`config.mk`:
```
export PLATFORM = sky130hd
export DESIGN_NAME = quad_dac_ctrl
export DESIGN_NICKNAME = d
export VERILOG_FILES = /design/src/rtl/quad_dac_pkg.sv /design/src/rtl/quad_dac_sync.sv /design/src/rtl/quad_dac_rst_sync.sv /design/src/rtl/quad_dac_serial_rx.sv /design/src/rtl/quad_dac_regfile.sv /design/src/rtl/quad_dac_ctrl.sv
export SDC_FILE = /design/constraint.sdc
export NUM_CORES = 1
export LEC_CHECK = 0
export BUFFER_PORTS_ARGS = -buffer_cell sky130_fd_sc_hd__buf_2
export CAP_MARGIN = 20
export CORE_ASPECT_RATIO = 0.6
export CORE_MARGIN = 3
export CORE_UTILIZATION = 40
export CTS_CLUSTER_DIAMETER = 120
export DETAILED_ROUTE_END_ITERATION = 12
export HOLD_SLACK_MARGIN = 0.02
export MAX_ROUTING_LAYER = met4
export PLACE_DENSITY = 0.67
export SYNTH_ARGS = -nofsm -noshare
export SYNTH_HDL_FRONTEND = slang
export SYNTH_SLANG_ARGS = --single-unit
```
`constraint.sdc`:
```
create_clock -name clk -period 2.56 [get_ports clk]
set_clock_uncertainty 0.15 [all_clocks]
set_input_delay 0.384 -clock clk [delete_from_list [all_inputs] [get_ports clk]]
set_output_delay 0.384 -clock clk [all_outputs]
set_load 0.005 [all_outputs]
```
`src/rtl/quad_dac_pkg.sv`:
```
package quad_dac_pkg;

  // Control field values that carry a channel write
  localparam logic [1:0] CTL_STAGE      = 2'b01;
  localparam logic [1:0] CTL_STAGE_UPD  = 2'b11;

  // Full address+control codes for the global commands
  localparam logic [3:0] OP_NOP        = 4'b0000;
  localparam logic [3:0] OP_COPY_ALL   = 4'b0100;
  localparam logic [3:0] OP_BROADCAST  = 4'b1000;
  localparam logic [3:0] OP_SLEEP      = 4'b1100;
  localparam logic [3:0] OP_USER_LO    = 4'b0010;
  localparam logic [3:0] OP_USER_HI    = 4'b0110;
  localparam logic [3:0] OP_EDGE_FALL  = 4'b1010;
  localparam logic [3:0] OP_EDGE_RISE  = 4'b1110;

  typedef enum logic {
    EDGE_FALL = 1'b0,
    EDGE_RISE = 1'b1
  } edge_mode_e;

endpackage

```
`src/rtl/quad_dac_sync.sv`:
```
module quad_dac_sync #(
  parameter int         W       = 1,
  parameter int         STAGES  = 2,
  parameter logic [W-1:0] RST_VAL = '0
) (
  input  logic         clk,
  input  logic         rst_n,
  input  logic [W-1:0] d,
  output logic [W-1:0] q
);
  logic [STAGES-1:0][W-1:0] stg_q;

  always_ff @(posedge clk or negedge rst_n) begin
    if (!rst_n) stg_q <= {STAGES{RST_VAL}};
    else        stg_q <= {stg_q[STAGES-2:0], d};
  end

  assign q = stg_q[STAGES-1];
endmodule

```
`src/rtl/quad_dac_rst_sync.sv`:
```
module quad_dac_rst_sync #(
  parameter int STAGES = 2
) (
  input  logic clk,
  input  logic arst_n,
  output logic rst_n_o
);
  logic [STAGES-1:0] chain_q;

  always_ff @(posedge clk or negedge arst_n) begin
    if (!arst_n) chain_q <= '0;
    else         chain_q <= {chain_q[STAGES-2:0], 1'b1};
  end

  assign rst_n_o = chain_q[STAGES-1];
endmodule

```
`src/rtl/quad_dac_serial_rx.sv`:
```
module quad_dac_serial_rx #(
  parameter int WORD = 12
) (
  input  logic            clk,
  input  logic            rst_n,
  input  logic            cs_n_s,
  input  logic            sclk_s,
  input  logic            din_s,
  input  logic            edge_rise,
  output logic [WORD-1:0] word_o,
  output logic            commit_o,
  output logic            dout_o
);
  localparam int CW = $clog2(WORD + 2);

  logic            sclk_q, cs_q;
  logic [WORD-1:0] sr_q, sr_d;
  logic [CW-1:0]   cnt_q, cnt_d;
  logic            dout_q, dout_d;
  logic            sclk_rise, sclk_fall, cs_fall, cs_rise;

  assign sclk_rise = sclk_s & ~sclk_q;
  assign sclk_fall = ~sclk_s & sclk_q;
  assign cs_fall   = ~cs_n_s & cs_q;
  assign cs_rise   = cs_n_s & ~cs_q;

  always_comb begin
    sr_d   = sr_q;
    cnt_d  = cnt_q;
    dout_d = dout_q;
    if (cs_fall) begin
      cnt_d = '0;
      if (!edge_rise) dout_d = sr_q[WORD-1];
    end else if (!cs_n_s && sclk_rise) begin
      sr_d = {sr_q[WORD-2:0], din_s};
      if (cnt_q <= CW'(WORD)) cnt_d = cnt_q + CW'(1);
      if (edge_rise) dout_d = sr_q[WORD-1];
    end else if (!cs_n_s && sclk_fall && !edge_rise) begin
      dout_d = sr_q[WORD-1];
    end
  end

  always_ff @(posedge clk or negedge rst_n) begin
    if (!rst_n) begin
      sclk_q <= 1'b0;
      cs_q   <= 1'b1;
      sr_q   <= '0;
      cnt_q  <= '0;
      dout_q <= 1'b0;
    end else begin
      sclk_q <= sclk_s;
      cs_q   <= cs_n_s;
      sr_q   <= sr_d;
      cnt_q  <= cnt_d;
      dout_q <= dout_d;
    end
  end

  assign word_o   = sr_q;
  assign commit_o = cs_rise && (cnt_q == CW'(WORD));
  assign dout_o   = dout_q;
endmodule

```
`src/rtl/quad_dac_regfile.sv`:
```
module quad_dac_regfile
  import quad_dac_pkg::*;
#(
  parameter int NCH = 4,
  parameter int DW  = 8,
  parameter int AW  = 2
) (
  input  logic                 clk,
  input  logic                 rst_n,
  input  logic                 arst_n,
  input  logic                 commit,
  input  logic [AW+2+DW-1:0]   word,
  input  logic                 pde,
  input  logic                 hold_n,
  output logic [NCH*DW-1:0]    dac_flat,
  output logic                 shutdown,
  output logic                 upo,
  output logic                 edge_rise
);
  logic [AW-1:0]           addr;
  logic [1:0]              ctl;
  logic [DW-1:0]           data;
  logic [NCH-1:0][DW-1:0]  in_q, in_d, out_q, out_d;
  logic                    out_set, data_en;
  logic                    shdn_q, shdn_d, upo_q, upo_d;
  edge_mode_e              mode_q, mode_d;

  assign addr    = word[AW+2+DW-1 -: AW];
  assign ctl     = word[DW+1:DW];
  assign data    = word[DW-1:0];
  assign data_en = commit | ~hold_n;

  always_comb begin
    in_d    = in_q;
    out_d   = out_q;
    out_set = 1'b0;
    shdn_d  = shdn_q;
    upo_d   = upo_q;
    mode_d  = mode_q;
    if (commit) begin
      unique case (ctl)
        CTL_STAGE: in_d[addr] = data;
        CTL_STAGE_UPD: begin
          in_d[addr] = data;
          out_d      = in_d;
          out_set    = 1'b1;
        end
        default: begin
          unique case ({addr, ctl})
            OP_COPY_ALL: begin
              out_d   = in_q;
              out_set = 1'b1;
              shdn_d  = 1'b0;
            end
            OP_BROADCAST: begin
              out_d   = {NCH{data}};
              out_set = 1'b1;
              shdn_d  = 1'b0;
            end
            OP_SLEEP:     if (pde) shdn_d = 1'b1;
            OP_USER_LO:   upo_d = 1'b0;
            OP_USER_HI:   upo_d = 1'b1;
            OP_EDGE_FALL: begin
              mode_d  = EDGE_FALL;
              out_d   = in_q;
              out_set = 1'b1;
            end
            OP_EDGE_RISE: begin
              mode_d  = EDGE_RISE;
              out_d   = in_q;
              out_set = 1'b1;
            end
            default: ;
          endcase
        end
      endcase
    end
    if (!out_set && !hold_n) out_d = in_d;
  end

  for (genvar ch = 0; ch < NCH; ch++) begin : g_ch
    logic [DW-1:0] in_r, out_r;
    always_ff @(posedge clk or negedge arst_n) begin
      if (!arst_n) begin
        in_r  <= '0;
        out_r <= '0;
      end else if (data_en) begin
        in_r  <= in_d[ch];
        out_r <= out_d[ch];
      end
    end
    assign in_q[ch]  = in_r;
    assign out_q[ch] = out_r;
  end

  always_ff @(posedge clk or negedge rst_n) begin
    if (!rst_n) begin
      shdn_q <= 1'b0;
      upo_q  <= 1'b0;
      mode_q <= EDGE_FALL;
    end else if (commit) begin
      shdn_q <= shdn_d;
      upo_q  <= upo_d;
      mode_q <= mode_d;
    end
  end

  assign dac_flat  = out_q;
  assign shutdown  = shdn_q;
  assign upo       = upo_q;
  assign edge_rise = (mode_q == EDGE_RISE);
endmodule

```
`src/rtl/quad_dac_ctrl.sv`:
```
module quad_dac_ctrl #(
  parameter int NCH         = 4,
  parameter int DW          = 8,
  parameter int SYNC_STAGES = 2
) (
  input  logic              clk,
  input  logic              rst_n,
  input  logic              cs_n,
  input  logic              sclk,
  input  logic              din,
  input  logic              load_n,
  input  logic              clr_n,
  input  logic              pde,
  output logic              dout,
  output logic [NCH*DW-1:0] dac_out,
  output logic              shutdown,
  output logic              upo
);
  localparam int AW   = $clog2(NCH);
  localparam int WORD = AW + 2 + DW;

  logic            sys_rst_n, data_rst_n;
  logic            cs_n_s, sclk_s, din_s, hold_n;
  logic            commit, edge_rise;
  logic [WORD-1:0] word;

  quad_dac_rst_sync #(.STAGES(SYNC_STAGES)) u_rst_sys (
    .clk(clk), .arst_n(rst_n), .rst_n_o(sys_rst_n)
  );

  quad_dac_rst_sync #(.STAGES(SYNC_STAGES)) u_rst_data (
    .clk(clk), .arst_n(rst_n & clr_n), .rst_n_o(data_rst_n)
  );

  quad_dac_sync #(.W(4), .STAGES(SYNC_STAGES), .RST_VAL(4'b1001)) u_pin_sync (
    .clk(clk), .rst_n(sys_rst_n),
    .d({cs_n, sclk, din, load_n}),
    .q({cs_n_s, sclk_s, din_s, hold_n})
  );

  quad_dac_serial_rx #(.WORD(WORD)) u_rx (
    .clk(clk), .rst_n(sys_rst_n),
    .cs_n_s(cs_n_s), .sclk_s(sclk_s), .din_s(din_s),
    .edge_rise(edge_rise),
    .word_o(word), .commit_o(commit), .dout_o(dout)
  );

  quad_dac_regfile #(.NCH(NCH), .DW(DW), .AW(AW)) u_regs (
    .clk(clk), .rst_n(sys_rst_n), .arst_n(data_rst_n),
    .commit(commit), .word(word), .pde(pde), .hold_n(hold_n),
    .dac_flat(dac_out), .shutdown(shutdown), .upo(upo),
    .edge_rise(edge_rise)
  );
endmodule

```
Yosys cells after proc, flatten, opt, wreduce, memory -nomap -nowiden
Cells that the tools add are included.
{"block": "classes", "add_sub_neg": 1, "magnitude_cmp": 3, "n_eq_ne": 14, "muxes": 24, "bitwise_logic": 13, "reduce_logical": 29}
{"op": "$mux 32", "count": 4}
{"op": "$pmux 32 s2", "count": 2}
{"op": "$bwmux 32", "count": 1}
{"op": "$eq 4x4->1 const B", "count": 5}
{"op": "$demux 8 s2", "count": 1}
{"op": "$mux 4", "count": 3}
{"op": "$reduce_bool 2->1", "count": 6}
{"op": "$reduce_and 3->1", "count": 3}
{"op": "$eq 4x3->1 const B", "count": 2}
{"op": "$mux 1", "count": 8}
{"op": "$mux 8", "count": 1}
{"op": "$pmux 1 s2", "count": 4}
{"op": "$reduce_and 4->1", "count": 2}
{"op": "$not 1->1", "count": 7}
{"op": "$logic_and 1x1->1", "count": 6}
{"op": "$and 1x1->1", "count": 5}
{"op": "$add 4x1->4 const B", "count": 1}
{"op": "$eq 4x2->1 const B", "count": 1}
{"op": "$le 4x4->1 const B", "count": 1}
{"op": "$logic_not 1->1", "count": 4}
{"op": "$ne 2x2->1 const B", "count": 2}
{"op": "$reduce_and 2->1", "count": 2}
{"op": "$reduce_bool 4->1", "count": 1}
{"op": "$reduce_or 2->1", "count": 2}
{"op": "other kinds (10)", "count": 10}
{"block": "word_totals", "ff_bits": 98, "inputBits": 8, "out_inout_bits": 35, "wordCells": 104}

Longest topological paths before layout
Gate-level depths: netlist of the first run.
{"block": "logic_depth", "word_depth": 9, "depth_mapped": 9, "ltp_nobuf": 6}

By module
From an unflattened synthesis of the first run, not the netlist that was laid out.
{"block": "unflattened", "cells_unflattened": 492, "hier_area_um2": 5381.4}
{"mod": "quad_dac_regfile", "instances": 1, "cells_each": 412, "area_per_inst_um2": 4211.5, "seq_area_each_um2": 1676.6}
{"mod": "quad_dac_serial_rx", "instances": 1, "cells_each": 61, "area_per_inst_um2": 820.8, "seq_area_each_um2": 476.7}
{"mod": "quad_dac_sync", "instances": 1, "cells_each": 12, "area_per_inst_um2": 235.2, "seq_area_each_um2": 205.2}
{"mod": "quad_dac_rst_sync", "instances": 2, "cells_each": 3, "area_per_inst_um2": 53.8, "seq_area_each_um2": 50.0}
{"mod": "quad_dac_ctrl", "instances": 1, "cells_each": 1, "area_per_inst_um2": 6.3, "seq_area_each_um2": 0.0}

Worst setup path before layout of the first run
OpenSTA, ideal clock, no wires.
{"block": "synth_path", "kind": "reg2reg", "start": "register u_rx.cnt_q[0]", "end": "register u_regs.upo_q, in the netlist u_regs.upo", "setup_time_ps": 125, "t_arrival_ps": 1801, "t_required_ps": 2285, "setup_slack_ps": 484, "path_stages_with_launch": 9, "n_path_buf": 2, "period_less_slack_ps": 2076, "path_cell_list": "dfrtp_1 > inv_1 > ha_1 > and4_1 > clkbuf_2 > and2b_1 > buf_4 > and3_1 > mux2_2"}
{"block": "synth_between", "elab_chain_cells": 3}
{"element": "start: declaration", "line_no": "quad_dac_serial_rx.sv:18", "source": "logic [CW-1:0] cnt_q, cnt_d;"}
{"element": "start signal: assignment", "line_no": "quad_dac_serial_rx.sv:54", "source": "cnt_q <= cnt_d;"}
{"element": "$eq 4x4->1", "line_no": "quad_dac_serial_rx.sv:60", "source": "assign commit_o = cs_rise && (cnt_q == CW'(WORD));"}
{"element": "$logic_and 1x1->1", "line_no": "quad_dac_serial_rx.sv:60"}
{"element": "$reduce_and 3->1 (no source line)"}
{"element": "end signal: assignment", "line_no": "quad_dac_regfile.sv:103", "source": "upo_q <= upo_d;"}
{"element": "end: declaration", "line_no": "quad_dac_regfile.sv:25", "source": "logic shdn_q, shdn_d, upo_q, upo_d;"}
No other way between the ends.
A chain may end at the register's enable or synchronous reset.

Worst setup path after layout of the first run
{"block": "layout_path", "start": "register u_rx.cnt_q[0]", "end": "register u_regs.g_ch[3].out_r[4]"}
{"block": "layout_between", "elab_chain_cells": 7, "word_cells_on_any_way": 12, "classes_between": "eq/ne: 2; mux: 3; bitwise: 1; reduce/logical: 6"}
{"element": "$eq 4x4->1 *", "line_no": "quad_dac_serial_rx.sv:60"}
{"element": "$logic_and 1x1->1 *", "line_no": "quad_dac_serial_rx.sv:60"}
{"element": "$mux 1", "line_no": "quad_dac_regfile.sv:40", "source": "if (commit) begin"}
{"element": "$logic_not 1->1", "line_no": "quad_dac_regfile.sv:78", "source": "if (!out_set && !hold_n) out_d = in_d;"}
{"element": "$logic_and 1x1->1", "line_no": "quad_dac_regfile.sv:78"}
{"element": "$ne 2x1->1 (no source line) (tied with other cells)"}
{"element": "$reduce_and 4->1 (no source line)"}
{"element": "end signal: assignment", "line_no": "quad_dac_regfile.sv:89", "source": "out_r <= out_d[ch];"}
{"element": "end: declaration", "line_no": "quad_dac_regfile.sv:82", "source": "logic [DW-1:0] in_r, out_r;"}
Every way passes the cells marked *; elsewhere a longest branch is shown, timed or not.

==> results of run 1 <==
[power by group through the flow]
stage          Sequential (W)  Combinational [W]  Clock [W]
6_report              0.00181           0.000397    0.00135
5_1_grt               0.00183           0.000441    0.00145
4_1_cts               0.00181           0.000399    0.00139
3_5_place_dp          0.00184           0.000392          0
3_3_place_gp          0.00183           0.000381          0
2_1_floorplan         0.00173           0.000302          0
[synth_stat cells, types with 2 or more instances]
| cell type | n | area, um^2 |
|---|---|---|
| a22oi_1 | 28 | 210 |
| a31oi_1 | 16 | 100 |
| nor2_2 | 2 | 12.5 |
| clkbuf_1 | 29 | 109 |
| a21o_1 | 24 | 180 |
| dfstp_2 | 5 | 131 |
| a22o_1 | 7 | 61.3 |
| a21oi_1 | 24 | 120 |
| nand3_1 | 3 | 15.0 |
| a211o_1 | 22 | 193 |
| buf_2 | 12 | 60.1 |
| mux2i_1 | 10 | 100 |
| o2bb2ai_1 | 15 | 131 |
| and2_1 | 2 | 12.5 |
| o21bai_1 | 2 | 15.0 |
| and3_1 | 18 | 113 |
| nor2b_1 | 35 | 219 |
| nand2_1 | 8 | 30.0 |
| buf_4 | 5 | 37.5 |
| o22a_1 | 8 | 70.1 |
| xor2_1 | 2 | 17.5 |
| buf_6 | 3 | 33.8 |
| nand2b_1 | 10 | 62.6 |
| and4_1 | 2 | 17.5 |
| ha_1 | 2 | 25.0 |
| o32ai_1 | 3 | 26.3 |
| nor4_1 | 2 | 12.5 |
| mux2_2 | 13 | 146 |
| a211oi_1 | 5 | 37.5 |
| and3b_1 | 2 | 17.5 |
| a21boi_0 | 8 | 60.1 |
| nor2_1 | 10 | 37.5 |
| o21ai_0 | 7 | 35.0 |
| o211ai_1 | 2 | 15.0 |
| o21a_1 | 18 | 135 |
| inv_1 | 4 | 15.0 |
| or2_2 | 9 | 56.3 |
| o22ai_1 | 8 | 50.1 |
| o31ai_1 | 9 | 67.6 |
| dfrtp_1 | 93 | 2330 |
[through the flow]
| step | hold WS, ps | utilization | area (um^2) | worst slack, ps | std cells |
|---|---|---|---|---|---|
| CTS | 136 | 0.473 | 6130 | 246 | 722 |
| floorplan | -61.6 | - | 5380 | 436 | 513 |
| global placement | 26.1 | 0.446 | 5780 | 416 | 701 |
| finish | 114 | 0.473 | 6130 | 256 | 722 |
| global route | 174 | 0.473 | 6130 | 118 | 722 |
| detailed placement | 26.2 | 0.446 | 5780 | 259 | 701 |
[cell families (layout without fill, tap and decap cells)]
family | count (synthesis) | after routing | share of synthesized area
AOI/OAI and AO/OA | 213 | 213 | 0.295
buffers and inverters | 55 | 94 | 0.0491
adders and majority gates | 2 | 2 | 0.00465
xor gates and xnor gates | 3 | 3 | 0.00489
DFF | 98 | 98 | 0.457
other | 1 | 2 | 0.000697
and+or+nand+nor | 117 | 117 | 0.143
muxes | 23 | 23 | 0.0458
[sequential cells by signal, summed over array words and instances, names as in the netlist]
| register | cells |
|---|---|
| u_rx.cs_q | 1 |
| u_regs.edge_rise | 1 |
| u_rx.word_o | 12 |
| u_regs.g_ch.in_r | 32 |
| u_rst_data.chain_q | 2 |
| u_pin_sync.stg_q | 4 |
| u_regs.shutdown | 1 |
| u_regs.upo | 1 |
| u_rst_sys.chain_q | 2 |
| u_regs.g_ch.out_r | 32 |
| u_rx.dout_o | 1 |
| u_rx.cnt_q | 4 |
| u_rx.sclk_q | 1 |
| u_pin_sync.q | 4 |
[per-layer routing]
layer	up-vias	routed length, um	track usage
met3	13	1220	0.0503
met5	-	0	-
li1	2004	-	-
met1	2184	6920	0.300
met4	0	132	0.0459
met2	187	6020	0.285
[final timing paths]
check	endpoint	slack, ps	cells after the start
setup / recovery	u_regs.g_ch[3].out_r[4]	260	6
hold / removal	u_rx.cnt_q[0]	110	1
setup reg to reg	u_regs.g_ch[3].out_r[4]	260	6
hold reg to reg	u_rx.cnt_q[0]	110	1
max in group asynchronous	u_regs.g_ch[0].in_r[7]	1470	1
min in group clk	u_pin_sync.q[1]	200	0
[area by class of cell]
type | instances | area [um^2]
fillers | 1223 | 6840
multi-input cells | 360 | 2660
flip-flops and latches | 98 | 2460
repair buffers | 75 | 498
clock buffers | 13 | 250
well taps | 170 | 213
clock inverters | 2 | 37.5
inverters | 4 | 15.0
[worst reg2reg max path, cell delays in order, from the launching register on]
cell and delay [ps]:
dfrtp_1 400, inv_1 100, ha_1 300, and4_1 300, and2b_1 290, nand2_1 390, o2bb2ai_1 300
[what timing repair did]
item                                    4_1_cts  5_1_grt
endpoints found under the setup margin        0        0
hold buffers                                  6        0
hold endpoints to repair                      8        0
==> results.json, run 1 <==
{
  "status": "completed",
  "wl_um": 14300,
  "cts_buffers": 9,
  "period_share": 0.900,
  "area_growth_pct": 14.0,
  "combPwrFrac": 0.111,
  "worstReg2RegStart": "u_rx.cnt_q[0]",
  "root_buffer": "clkbuf_16",
  "leakage_nw": 2.94,
  "critical_path.startpoint": "u_rx.cnt_q[0]",
  "grt_antenna_before_repair": 0,
  "report.final.slew_viol_count": 0,
  "grt_overflow": 0,
  "ys_ff_latch": 98,
  "switching_power_w": 0.000948,
  "worst-setup-path-type": "reg -> reg",
  "antenna_cells": 0,
  "worstSkewPairLatency_ps": 340,
  "hpwl_um": 9810,
  "crit_slowest_cell": "dfrtp_1",
  "grt_pass1_vias": 4203,
  "cts.repair.resized": 0,
  "async_flop_share": 1.00,
  "p_int_w": 0.00261,
  "power.density_mw_per_mm2": 581,
  "required_ps": 2670,
  "drc": 0,
  "place.gp.congestion": 0.900,
  "path_buf_inv": 1,
  "finalPower_w": 0.00356,
  "cts.path.max_buffers": 2,
  "clkPwrFrac": 0.380,
  "die_y_um": 95.8,
  "synth_cell_types": 65,
  "relSlewSlack": 0.543,
  "grt_pass1_wl_um": 23000,
  "cpPeakStageDelay_ps": 400,
  "post-cts-setup-buffer-count": 0,
  "viasPerCell": 6.08,
  "io_pins": 43,
  "initial_core_util": 0.415,
  "cts_tree": "yes",
  "place.port_buffers": 42,
  "worst_setup_path_end_kind": "flip-flop",
  "fin_crit_ps": 2300,
  "htreeDepth": 3,
  "synth_edf_count": 0,
  "final_cell_mix": "dfrtp_1, buf_2, nor2b_1, a22oi_1, buf_4",
  "min_path_type": "reg -> async",
  "start_kind": "flip-flop",
  "dieArea_mm2": 0.0149,
  "firstDrtPassIters": 5,
  "ant_nets": 0,
  "setup_violations": 0,
  "fin_tns_setup_ps": 0,
  "rows": 32,
  "crit_chain": "inv_1, ha_1, and4_1, and2b_1, nand2_1, o2bb2ai_1",
  "cp_data_arrival_time_ps": 2410,
  "drt_iter0_drc": 423,
  "p_sw_frac": 0.266,
  "final_common_cell": "dfrtp_1",
  "maxCapViolCount": 0,
  "rsz0062_at_grt": "no",
  "crit_family": "simple AND/OR/NAND/NOR gates",
  "drive_above_1_share": 0.221,
  "via_count": 4388,
  "synth_area_mm2": 0.00538,
  "ys_warn_count": 0,
  "clk_pin_slew_ps": 70,
  "grt_max_degree": 43,
  "coreArea_mm2": 0.0130,
  "synthFlopType": "dfrtp_1",
  "cp_max_fo": 14,
  "power_frac_seq": 0.509,
  "cts_sinks": 98,
  "synthCells": 512,
  "synth_area_per_cell_um2": 10.5,
  "hold_viol_final": 0,
  "grt.total_usage": 0.204,
  "wl_per_cell_um": 19.8,
  "ir_drop_mv": 0.360,
  "fmax_ghz": 0.434,
  "die_w_um": 156,
  "yosysSeqAreaShare": 0.457,
  "fin_nets": 558,
  "tightest_slew_ps": 683
}
No activity file was read; power rests on OpenSTA's default activity.
==> inputs of run 2 (changes only) <==
RECOVER_POWER = 100   (was not set)
==> run 2 against run 1 <==
The flow now finishes with violations (max-capacitance violations, max-slew violations). Global-route usage stayed put. Clock power hardly changed. Final cell count stayed put. Non-clock buffer count stayed put. Sequential power hardly changed. First-iteration DRC count is 4.5% lower. Hold slack better by 86 ps. Die area stayed put. Cell area is 0.67% lower. Total power is 0.38% lower. Sequential share of layout area is 0.25 points higher. Critical path type unchanged.
==> results.json, run 2 (synthesis results as in run 1) <==
{
  "status": "finished, violations left",
  "violations": "max-capacitance violations, max-slew violations",
  "initial_core_util": 0.415,
  "worst_setup_path_end_kind": "flip-flop",
  "drive_above_1_share": 0.168,
  "via_count": 4315,
  "start_kind": "flip-flop",
  "htreeDepth": 3,
  "final_common_cell": "dfrtp_1",
  "place.gp.congestion": 0.900,
  "cts_buffers": 9,
  "post-cts-setup-buffer-count": 0,
  "maxCapViolCount": 1,
  "wl_per_cell_um": 19.7,
  "relSlewSlack": -0.0927,
  "fin_tns_setup_ps": 0,
  "grt_overflow": 0,
  "hpwl_um": 9810,
  "finalPower_w": 0.00355,
  "ir_drop_mv": 0.360,
  "pre_cts_slack_ps": 259,
  "fillCellCount": 1228,
  "hold_viol_final": 0,
  "worst-setup-path-type": "reg -> reg",
  "firstDrtPassIters": 5,
  "clk_pin_slew_ps": 60,
  "cp_max_fo": 14,
  "dpl-instance-area_mm2": 0.00578,
  "grt_antenna_before_repair": 0,
  "root_buffer": "clkbuf_16",
  "ant_nets": 0,
  "min_path_type": "reg -> reg",
  "fin_crit_ps": 2370,
  "cts.repair.resized": 0,
  "drt_iter0_drc": 404,
  "grt_pass1_wl_um": 23000,
  "cp_data_arrival_time_ps": 2480,
  "period_share": 0.927,
  "cts_sinks": 98,
  "leakage_nw": 2.86,
  "power.density_mw_per_mm2": 582,
  "hold_buffers": 6,
  "setup_violations": 0,
  "viasPerCell": 5.98,
  "setup_ws_ps": 187,
  "coreArea_mm2": 0.0130,
  "cts_tree": "yes",
  "cts.path.max_buffers": 2,
  "dieArea_mm2": 0.0149,
  "fin_area_mm2": 0.00609,
  "wl_um": 14200,
  "fin_nets": 558,
  "grt.total_usage": 0.204,
  "worstSkewPairLatency_ps": 340,
  "die_y_um": 95.8,
  "grt_max_degree": 43,
  "required_ps": 2670,
  "antenna_cells": 0,
  "drc": 0,
  "final_cell_mix": "dfrtp_1, nor2b_1, a22oi_1, clkbuf_1",
  "place.port_buffers": 42,
  "fmax_ghz": 0.421,
  "rows": 32,
  "rsz0062_at_grt": "no",
  "area_growth_pct": 13.3,
  "die_w_um": 156,
  "io_pins": 43,
  "tightest_slew_ps": 1640,
  "grt_pass1_vias": 4203,
  "report.final.slew_viol_count": 31
}
-- run 2: report_power, final --
| group | internal [W] | switching, W | leakage (nW) | total, W |
|---|---|---|---|---|
| clock network | 0.000781 | 0.000568 | 0.136 | 0.00135 |
| registers | 0.00163 | 0.000180 | 1.28 | 0.00181 |
| logic | 0.000195 | 0.000194 | 1.45 | 0.000389 |
| total | 0.00260 | 0.000942 | 2.86 | 0.00355 |
-- run 2: area by class of cell --
class                   count  area, um^2  share of cell area
multi-input cells         360        2650               0.436
flip-flops and latches     98        2460               0.404
repair buffers             75         463              0.0760
clock buffers              13         250              0.0411
well taps                 170         213              0.0349
clock inverters             2        37.5             0.00616
inverters                   4        15.0             0.00247
-- run 2: worst paths after layout --
check / from / to / slack [ps] / cells after the start
max reg2reg: u_rx.word_o[10] / u_regs.g_ch[2].out_r[2] / 190 / 5
min: u_pin_sync.stg_q[1] / u_pin_sync.q[1] / 200 / 0
max: u_rx.word_o[10] / u_regs.g_ch[2].out_r[2] / 190 / 5
min in group asynchronous: rst_n / u_rst_sys.chain_q[1] / 220 / 2
max in group asynchronous: u_rst_sys.chain_q[1] / u_rx.word_o[3] / 710 / 1
min reg2reg: u_pin_sync.stg_q[1] / u_pin_sync.q[1] / 200 / 0
-- run 2: metal layers --
| metal | wire length, um | global-route usage | vias up |
|---|---|---|---|
| met1 | 6820 | 0.300 | 2125 |
| met2 | 5990 | 0.285 | 179 |
| met4 | 122 | 0.0459 | 0 |
| met3 | 1270 | 0.0503 | 11 |
| met5 | 0 | - | - |
| li1 | - | - | 2000 |
-- run 2: worst max-delay path, cell delays in order, from the launching register on --
cell and delay [ps]:
dfrtp_1 540, nand4b_1 600, nor2_1 460, buf_4 260
a211o_1 160, o2bb2ai_1 110
-- run 2: through the flow --
stage          utilization  std cells  hold slack, ps
6_report             0.470        722             200
5_1_grt              0.470        722             216
4_1_cts              0.473        722             136
3_5_place_dp         0.446        701            26.2
3_3_place_gp         0.446        701            26.1
2_1_floorplan            -        513           -61.6
